$ cat src/rtl/spa_pkg.sv
package spa_pkg;

  typedef enum logic [1:0] {
    AL_IDLE  = 2'd0,
    AL_ARMED = 2'd1,
    AL_DONE  = 2'd2
  } align_st_e;

endpackage

$ cat src/rtl/spa_edge_sync.sv
// Multi-flop synchronizer followed by a rising-edge detector.
module spa_edge_sync #(
  parameter int STAGES = 2
) (
  input  logic clk,
  input  logic rst,
  input  logic async_i,
  output logic rise_o
);

  localparam int LAST = STAGES - 1;

  logic [STAGES-1:0] sh_q;
  logic              last_q;

  generate
    if (STAGES == 1) begin : g_single
      always_ff @(posedge clk) begin
        if (rst) sh_q <= '0;
        else     sh_q <= async_i;
      end
    end else begin : g_chain
      always_ff @(posedge clk) begin
        if (rst) sh_q <= '0;
        else     sh_q <= {sh_q[STAGES-2:0], async_i};
      end
    end
  endgenerate

  always_ff @(posedge clk) begin
    if (rst) last_q <= 1'b0;
    else     last_q <= sh_q[LAST];
  end

  assign rise_o = sh_q[LAST] & ~last_q;

endmodule

$ cat src/rtl/spa_align_fsm.sv
// One-shot alignment controller: arms while enabled, fires on the first edge,
// then waits for the enable to drop before it can arm again.
module spa_align_fsm
  import spa_pkg::*;
(
  input  logic clk,
  input  logic rst,
  input  logic en_i,
  input  logic edge_i,
  output logic force_o
);

  align_st_e st_q, st_d;

  always_comb begin
    st_d = st_q;
    unique case (st_q)
      AL_IDLE:  if (en_i) st_d = AL_ARMED;
      AL_ARMED: begin
        if (!en_i)       st_d = AL_IDLE;
        else if (edge_i) st_d = AL_DONE;
      end
      AL_DONE:  if (!en_i) st_d = AL_IDLE;
      default:  st_d = AL_IDLE;
    endcase
  end

  always_ff @(posedge clk) begin
    if (rst) st_q <= AL_IDLE;
    else     st_q <= st_d;
  end

  assign force_o = (st_q == AL_ARMED) && en_i && edge_i;

endmodule

$ cat src/rtl/spa_phase_ctr.sv
// Divider counter. A step adds one extra count (skips a state), which moves
// the divided clock one system-clock period earlier. Force loads the phase
// at which the divided clock's high half begins.
module spa_phase_ctr #(
  parameter int CNT_W = 2
) (
  input  logic             clk,
  input  logic             rst,
  input  logic             sw_step_i,
  input  logic             hw_step_i,
  input  logic             force_i,
  output logic [CNT_W-1:0] cnt_o,
  output logic [CNT_W-1:0] cnt_next_o
);

  localparam logic [CNT_W-1:0] ALIGN_PH = {1'b1, {(CNT_W-1){1'b0}}};
  localparam logic [CNT_W-1:0] ONE      = {{(CNT_W-1){1'b0}}, 1'b1};

  logic [CNT_W-1:0] cnt_q, cnt_d;

  always_comb begin
    if (force_i) cnt_d = ALIGN_PH;
    else         cnt_d = cnt_q + ONE + CNT_W'(sw_step_i) + CNT_W'(hw_step_i);
  end

  always_ff @(posedge clk) begin
    if (rst) cnt_q <= '0;
    else     cnt_q <= cnt_d;
  end

  assign cnt_o      = cnt_q;
  assign cnt_next_o = cnt_d;

endmodule

$ cat src/rtl/sync_phase_aligner.sv
module sync_phase_aligner #(
  parameter int CNT_W       = 2,
  parameter int SYNC_STAGES = 2
) (
  input  logic clk,
  input  logic rst,
  input  logic sw_step_cmd,
  input  logic hw_step_en,
  input  logic auto_align_en,
  input  logic sclk_off,
  input  logic sync_in,
  output logic sync_clk,
  output logic sw_step_pend,
  output logic sync_pin_input
);

  localparam int MSB = CNT_W - 1;

  logic             sw_pend_q;
  logic             edge_rise;
  logic             hw_step;
  logic             force_al;
  logic [CNT_W-1:0] cnt_q;
  logic [CNT_W-1:0] cnt_d;
  logic             sclk_q;
  logic             pin_in_q;

  // Self-clearing software step bit: holds for one cycle per write.
  always_ff @(posedge clk) begin
    if (rst) sw_pend_q <= 1'b0;
    else     sw_pend_q <= sw_step_cmd;
  end

  spa_edge_sync #(
    .STAGES (SYNC_STAGES)
  ) u_edge (
    .clk     (clk),
    .rst     (rst),
    .async_i (sync_in),
    .rise_o  (edge_rise)
  );

  assign hw_step = hw_step_en & edge_rise;

  spa_align_fsm u_align (
    .clk     (clk),
    .rst     (rst),
    .en_i    (auto_align_en),
    .edge_i  (edge_rise),
    .force_o (force_al)
  );

  spa_phase_ctr #(
    .CNT_W (CNT_W)
  ) u_ctr (
    .clk        (clk),
    .rst        (rst),
    .sw_step_i  (sw_pend_q),
    .hw_step_i  (hw_step),
    .force_i    (force_al),
    .cnt_o      (cnt_q),
    .cnt_next_o (cnt_d)
  );

  always_ff @(posedge clk) begin
    if (rst) begin
      sclk_q   <= 1'b0;
      pin_in_q <= 1'b0;
    end else begin
      sclk_q   <= cnt_d[MSB] & ~sclk_off;
      pin_in_q <= hw_step_en | auto_align_en;
    end
  end

  assign sync_clk       = sclk_q;
  assign sw_step_pend   = sw_pend_q;
  assign sync_pin_input = pin_in_q;

endmodule

$ cat config.mk
export PLATFORM = sky130hd
export DESIGN_NAME = sync_phase_aligner
export DESIGN_NICKNAME = d
export VERILOG_FILES = /design/src/rtl/spa_pkg.sv /design/src/rtl/spa_edge_sync.sv /design/src/rtl/spa_align_fsm.sv /design/src/rtl/spa_phase_ctr.sv /design/src/rtl/sync_phase_aligner.sv
export SDC_FILE = /design/constraint.sdc
export NUM_CORES = 1
export LEC_CHECK = 0
export BUFFER_PORTS_ARGS = -buffer_cell sky130_fd_sc_hd__buf_2
export CAP_MARGIN = 20
export CORE_AREA = 2 2 39 41
export CTS_CLUSTER_DIAMETER = 30
export DETAILED_ROUTE_END_ITERATION = 10
export DIE_AREA = 0 0 41 43
export GPL_ROUTABILITY_DRIVEN = 0
export GPL_TIMING_DRIVEN = 0
export PLACE_DENSITY = 0.6
export SETUP_SLACK_MARGIN = 0.2
export SLEW_MARGIN = 20
export SYNTH_ARGS = -nofsm -noshare
export SYNTH_HDL_FRONTEND = slang
export SYNTH_SLANG_ARGS = --single-unit
$ cat constraint.sdc
create_clock -name clk -period 1.9 [get_ports clk]
set_clock_uncertainty 0.05 [all_clocks]
set_input_delay 0 -clock clk [delete_from_list [all_inputs] [get_ports clk]]
set_output_delay 0 -clock clk [all_outputs]
set_load 0.05 [all_outputs]
==> results of run 1 <==
## power groups by stage
stage / Clock, mW / Combinational (mW) / Sequential [mW]
floorplan: 0 / 0.0439 / 0.253
global placement: 0 / 0.0785 / 0.235
detailed placement: 0 / 0.0799 / 0.235
CTS: 0.200 / 0.0893 / 0.230
global route: 0.217 / 0.0987 / 0.233
finish: 0.191 / 0.0878 / 0.230
## through the flow
step                      setup WS, ps  hold WS [ps]
after CTS                          300          43.5
after global routing               202          77.6
final                              318          46.4
after detailed placement           310           121
after floorplan                    252          26.8
after global placement             338           116
## cells in the mapped netlist
| master | n |
|---|---|
| xnor3_1 | 1 |
| nor2b_1 | 4 |
| nand3b_1 | 1 |
| a21oi_1 | 1 |
| clkbuf_1 | 1 |
| a21oi_2 | 1 |
| dfxtp_1 | 10 |
| and3b_2 | 1 |
| ha_1 | 2 |
| nor3_1 | 1 |
| and3b_1 | 2 |
| nand2_1 | 1 |
| nor2_1 | 3 |
| nor3b_1 | 1 |
| and2b_1 | 1 |
| inv_1 | 3 |
## final cells by class
| type | instances | share of cell area [%] |
|---|---|---|
| Sequential cell | 10 | 38.4 |
| Multi-Input combinational cell | 20 | 29.4 |
| Tap cell | 16 | 3.76 |
| Clock buffer | 4 | 6.82 |
| Timing Repair Buffer | 14 | 18.8 |
| Inverter | 3 | 2.12 |
| Buffer | 1 | 0.706 |
## state kept, by name, indices dropped and copies added (netlist names)
register        cells
sw_step_pend        1
sync_clk            1
sync_pin_input      1
u_align.st_q        2
u_ctr.cnt_o         2
u_edge.last_q       1
u_edge.sh_q         2
## worst register-to-register path: cells and delay by family (launching register included)
kind / cells / cell delay (ps)
buffers and inverters: 2 / 80
xor gates and xnor gates: 1 / 340
DFF: 1 / 340
AOI/OAI and AO/OA: 1 / 130
adders and majority gates: 2 / 460
and+or+nand+nor: 1 / 60
## what timing repair did
| action | CTS | global route |
|---|---|---|
| setup buffers | 0 | 0 |
| endpoints found under the hold margin | 5 | 0 |
| hold buffers | 6 | 0 |
| gates resized for setup | 0 | 0 |
## routing by layer
metal / share of wire [%] / vias to the layer above
met1: 37 / 127
met3: 8.2 / 5
met4: 3.1 / 0
met2: 52 / 8
met5: 0 / -
li1: - / 144
## cells by family after synthesis
group	Yosys count	synth area share [%]
buffers and inverters	4	4.04
DFF	10	53.9
AOI/OAI and AO/OA	2	3.70
xor gates and xnor gates	1	6.06
and+or+nand+nor	15	25.6
adders and majority gates	2	6.73
## how the worst min path moves through the flow
stage / startpoint / end / slack (ps) / cells past startpoint
after CTS: rst / sync_pin_input / 40 / 2
after global placement: sclk_off / sync_clk / 120 / 2
after floorplan: sclk_off / sync_clk / 30 / 1
after detailed placement: sclk_off / sync_clk / 120 / 2
after global routing: rst / sw_step_pend / 80 / 2
final: rst / sync_pin_input / 50 / 2
==> impl_metrics.toml, run 1 <==
[synth]
netlist_instances = 34
yosysWarnings = 0
synth_seq_cells = 10
yosysTopAreaCell = "dfxtp_1"
synth.distinct_cells = 16
ys_seq_area_share_pct = 53.9
avgSynthCellArea_sq_um = 10.9
synth_top_cells_by_area = "dfxtp_1, ha_1, nor2b_1, xnor3_1, and3b_1"
netlist_area_sq_um = 372
synthDominantCellAreaShare_pct = 53.9
synth_fp_nets = 43

[placement]
dpl_cell_area_sq_um = 435
portBuffers = 8
dp_hpwl_um = 418
place_inst = 58

[cts]
clkLatencyLatePin_ps = 270
cts_buffers = 3
clock_tree.root_cell = "clkbuf_4"
max-clock-path-buffers = 2
cts_tree = "done"
clkTransAtPathRegs_ps = 70
cts_max_level = 1
clock_sinks = 10

[drt]
drt-vias-per-instance = 4.18
route.detailed.drc = 0
routed_wl_um = 609
ant_nets = 0
wl_per_cell_um = 8.96
vias = 284
dr.pass1.iters = 1
first_iter_violations = 0

[sta]
timing.final.crit_share_pct = 83.3
setup_viol = 0
report.final.slew_viol_count = 0
post-route-min-period_ps = 1580
hold_viol_final = 0
rsz0062_at_grt = "false"
max_slew_margin_pct = 72.9
finalSetupTns_ps = 0
fmax_mhz = 632
max_slew.worst_pin.slew_ps = 406

[critical_path]
reg2reg_from = "sw_step_pend"
r2r_setup_slack_ps = 320
crit_start = "sw_step_pend"
r2r_cells = 7
crit_fanout = 2
path_cells = "inv_1 > ha_1 > inv_1 > ha_1 > xnor3_1 > a21oi_2 > nor3_1"
worstPathRequired_ps = 2000
critPathArrivalTime_ps = 1680
critPathSlowestCell = "dfxtp_4"
worstReg2RegEnd = "sync_clk"
endpoint = "sync_clk"
crit_type = "reg -> reg"
cp_num_cells = 7
start_kind = "register"
critPathMaxStageDelay_ps = 340
critPathBufInv = 2
worst_path_dominant_cell_family = "adder cells"
critical_path.endpoint_type = "register"

[layout]
multi_input_area_sq_um = 156
layout_common_cells = "dfxtp_1, buf_2, dlygate4sd3_1"
drive_above_1_share_pct = 28.8
final_common_cell = "dfxtp_1"
finalNonFillerCells = 68
fin_util_pct = 38.4
fillCellCount = 148
area_delta_synth_final_pct = 43.1
final_area_sq_um = 532
regArea_sq_um = 204
antenna_cells = 0
nets = 62

[min_path]
hp-class = "in -> reg"

[power_and_ir_drop]
p_leak_nw = 0.247
p_switching_uw = 122
intPower_uw = 386
power_density_nw_per_um2 = 956
ir_drop_uv = 442
pwr-share-comb_pct = 17.3
clockPowerShare_pct = 37.5
power_uw = 508
p_sw_share_pct = 24.1
seqPwrFrac_pct = 45.2

[floorplan]
row_count = 14
fp.dieW_um = 41
num_io_pins = 10
die_h_um = 43
initial_core_util_pct = 26.9
die_area_sq_um = 1760
core-area_sq_um = 1380

[global_route]
first_global_vias = 306
track_usage_pct = 11.6
grtUsageMet3_pct = 9.42
grt_max_degree = 11
grt.busiest_layer = "met2"
use_met1_pct = 11.0
overflow = 0
grt_pass1_wl_um = 1250
grtUsageMet2_pct = 15.9
antenna_found_initial = 0

[run_status]
status = "finished clean"

[run]
maxCapViolations = 0
Note: power is estimated with default switching activity, not from simulation.
==> run 2, diff against run 1 <==
- clock period: 1.9 -> 1.55 ns (I/O delays scaled with it)
==> impl_metrics.toml, run 2 (synthesis gave the netlist of run 1 again) <==
[run_status]
status = "finished clean"

[sta]
report.final.slew_viol_count = 0
hold_viol_final = 0
timing.final.crit_share_pct = 86.4
finalSetupTns_ps = 0
setup_viol = 0
fmax_mhz = 747
layout_setup_ws_ps = 211
rsz0062_at_grt = "true"
max_slew.worst_pin.slew_ps = 407
post-route-min-period_ps = 1340
max_slew_margin_pct = 72.9
worst_hold_slack_ps = 59.5

[critical_path]
start_kind = "register"
crit_type = "reg -> reg"
worstPathRequired_ps = 1640
crit_fanout = 2
critPathArrivalTime_ps = 1430
r2r_setup_slack_ps = 210
critical_path.endpoint_type = "register"

[drt]
dr.pass1.iters = 4
wl_per_cell_um = 8.40
ant_nets = 0
vias = 289
routed_wl_um = 571
first_iter_violations = 2
drt-vias-per-instance = 4.25
route.detailed.drc = 0

[cts]
cts_tree = "done"
clock_sinks = 10
clkLatencyLatePin_ps = 270
clock_tree.root_cell = "clkbuf_4"
cts_max_level = 1
max-clock-path-buffers = 2
clkTransAtPathRegs_ps = 60
cts_buffers = 3

[floorplan]
core-area_sq_um = 1380
initial_core_util_pct = 26.9
fp.dieW_um = 41
row_count = 14
num_io_pins = 10
die_area_sq_um = 1760
die_h_um = 43

[placement]
dp_hpwl_um = 428
post-place-ws_ps = 192
portBuffers = 8

[run]
maxCapViolations = 0

[layout]
drive_above_1_share_pct = 38.5
nets = 62
fillCellCount = 149
area_delta_synth_final_pct = 49.8
antenna_cells = 0
layout_common_cells = "dfxtp_1, buf_2, dlygate4sd3_1"
final_common_cell = "dfxtp_1"

[global_route]
antenna_found_initial = 0
track_usage_pct = 10.1
grt_max_degree = 11
grt_pass1_wl_um = 1060
overflow = 0
first_global_vias = 297

[power_and_ir_drop]
p_switching_uw = 154
p_sw_share_pct = 24.1
p_leak_nw = 0.250
seqPwrFrac_pct = 44.3
clockPowerShare_pct = 36.3
power_density_nw_per_um2 = 1150
intPower_uw = 484
ir_drop_uv = 394
pwr-share-comb_pct = 19.4

[min_path]
hp-class = "in -> reg"
## run 2: cell counts in the layout (fill, tap and decap cells not counted)
Identical to the previous run, type by type.
## run 2: layer usage
metal	vias to the layer above	part of all wire, %	track usage, %
met5	-	0	0
met1	130	37	7.82
met3	4	8.1	7.85
met2	8	51	15.3
li1	147	-	-
met4	0	3.7	8.00
## run 2: final timing paths
| kind | startpoint | end | depth (start not counted) |
|---|---|---|---|
| hold reg to reg | u_edge.sh_q[0] | u_edge.sh_q[1] | 1 |
| setup / recovery | sw_step_pend | sync_clk | 7 |
| hold / removal | rst | u_edge.sh_q[1] | 2 |
| setup reg to reg | sw_step_pend | sync_clk | 7 |
## run 2: worst max-delay path, cell delays in order, from the launching register on
cell and delay (ps):
dfxtp_4 340, inv_2 40, ha_4 220, inv_2 60
ha_4 110, xnor3_1 210, a21oi_2 130, nor3_1 60
## run 2: power by group through the flow
| stage | clock (mW) | sequential (mW) | combinational, mW |
|---|---|---|---|
| 3_5_place_dp | 0 | 0.288 | 0.116 |
| 4_1_cts | 0.239 | 0.283 | 0.128 |
| 2_1_floorplan | 0 | 0.310 | 0.0692 |
| 6_report | 0.231 | 0.283 | 0.124 |
| 3_3_place_gp | 0 | 0.288 | 0.113 |
| 5_1_grt | 0.255 | 0.286 | 0.138 |
## run 2: what timing repair did
action | CTS | global route
endpoints found under the hold margin | 5 | 0
setup buffers | 0 | 0
pin swaps | 2 | 0
endpoints found under the setup margin | 1 | 2
hold buffers | 6 | 0
resized for setup | 1 | 0
## run 2: layout make-up
cell class	count	area (sq um)	area share [%]
inverters	3	11.3	2.02
multi-input cells	20	181	32.6
clock buffers	4	36.3	6.52
well taps	16	20.0	3.60
plain buffers	1	3.75	0.674
repair buffers	14	100	18.0
flip-flops and latches	10	204	36.6
## run 2: metrics by stage
step | utilization (%) | instance area (sq um) | total power [mW] | instances
3_5_place_dp | 33.3 | 460 | 0.405 | 58
3_3_place_gp | 33.3 | 460 | 0.401 | 58
2_1_floorplan | - | 400 | 0.379 | 34
6_report | 40.2 | 557 | 0.638 | 68
5_1_grt | 40.2 | 557 | 0.679 | 68
4_1_cts | 40.2 | 557 | 0.649 | 68
==> run 3, diff against run 2 <==
- clock period: 1.55 -> 1.7 ns (I/O delays scaled with it)
==> impl_metrics.toml, run 3 (synthesis gave the netlist of run 1 again) <==
[floorplan]
row_count = 14
initial_core_util_pct = 26.9
fp.dieW_um = 41
num_io_pins = 10
die_area_sq_um = 1760
core-area_sq_um = 1380
die_h_um = 43

[drt]
wl_per_cell_um = 8.44
ant_nets = 0
first_iter_violations = 0
drt-vias-per-instance = 4.18
dr.pass1.iters = 1
routed_wl_um = 574
vias = 284
route.detailed.drc = 0

[critical_path]
critPathArrivalTime_ps = 1480
critPathSlowestCell = "dfxtp_4"
critPathMaxStageDelay_ps = 340
reg2reg_from = "sw_step_pend"
critical_path.endpoint_type = "register"
worstPathRequired_ps = 1790
path_cells = "inv_2 > ha_4 > inv_1 > ha_2 > xnor3_1 > a21oi_2 > nor2_1"
crit_start = "sw_step_pend"
crit_type = "reg -> reg"
start_kind = "register"
r2r_setup_slack_ps = 310
crit_fanout = 2

[power_and_ir_drop]
p_leak_nw = 0.245
power_density_nw_per_um2 = 984
ir_drop_uv = 437

[cts]
max-clock-path-buffers = 2
clkLatencyLatePin_ps = 260
clkTransAtPathRegs_ps = 70
cts_max_level = 1
clock_tree.root_cell = "clkbuf_4"
postCtsSetupRepairBufs = 0
cts_buffers = 3
clock_sinks = 10
cts_tree = "done"

[sta]
report.final.slew_viol_count = 0
max_slew.worst_pin.slew_ps = 427
setup_viol = 0
rsz0062_at_grt = "false"
timing.final.crit_share_pct = 81.9
finalSetupTns_ps = 0
fmax_mhz = 718
layout_setup_ws_ps = 308
post-route-min-period_ps = 1390
hold_viol_final = 0
max_slew_margin_pct = 71.5

[global_route]
overflow = 0
grt_max_degree = 11
first_global_vias = 290
track_usage_pct = 9.46
grt_pass1_wl_um = 1060
antenna_found_initial = 0

[layout]
layout_common_cells = "dfxtp_1, buf_2, dlygate4sd3_1"
fin_util_pct = 39.2
drive_above_1_share_pct = 34.6
final_common_cell = "dfxtp_1"
antenna_cells = 0
area_delta_synth_final_pct = 45.8
nets = 62

[min_path]
hp-class = "in -> reg"
hold_start = "rst"

[run]
maxCapViolations = 0

[placement]
post-place-ws_ps = 284
portBuffers = 8

[run_status]
status = "finished clean"
==> run 3: repair_timing <==
item | in CTS | in global routing
endpoints found under the setup margin | 0 | 1
resized for setup | 0 | 3
hold buffers | 6 | 0
endpoints found under the hold margin | 5 | 0
==> run 3: worst paths after layout <==
kind	cells past startpoint	to
hold / removal	2	sync_pin_input
hold reg to reg	1	u_edge.sh_q[1]
setup / recovery	7	u_ctr.cnt_o[1]
setup reg to reg	7	u_ctr.cnt_o[1]
==> run 3: where the power goes <==
part	internal, mW	switching [mW]	leakage [nW]
clock network	0.0903	0.0747	0.0150
logic	0.0566	0.0541	0.146
registers	0.252	0.00489	0.0833
total	0.399	0.134	0.245
==> run 3: through the flow <==
step / cell area (sq um) / total power, mW / cells / hold WS [ps]
finish: 542 / 0.533 / 68 / 66.8
global route: 542 / 0.577 / 68 / 89.2
CTS: 522 / 0.538 / 68 / 44.5
detailed placement: 435 / 0.355 / 58 / 124
global placement: 435 / 0.353 / 58 / 117
floorplan: 375 / 0.336 / 34 / 26.8
==> run 3: worst max-delay path: cells and delay by family, from the launching register on <==
family / cells / cell delay (ps)
fa+ha+maj: 2 / 380
xor+xnor: 1 / 210
compound gates: 1 / 150
buf+inv: 2 / 90
flops: 1 / 340
simple gates: 1 / 50
==> run 3: routing by layer <==
metal | track usage [%] | share of wire (%) | vias up
met5 | 0 | 0 | -
met4 | 4.00 | 0 | 0
met3 | 7.85 | 6.4 | 0
met2 | 13.4 | 53 | 7
met1 | 9.71 | 41 | 130
li1 | - | - | 147
==> run 3: layout make-up <==
cell class	count	area (sq um)
tap	16	20.0
sequential	10	204
buffer	1	3.75
multi-input combinational	20	176
inverter	3	11.3
fill	148	842
clock buffer	4	26.3
timing repair buffer	14	100
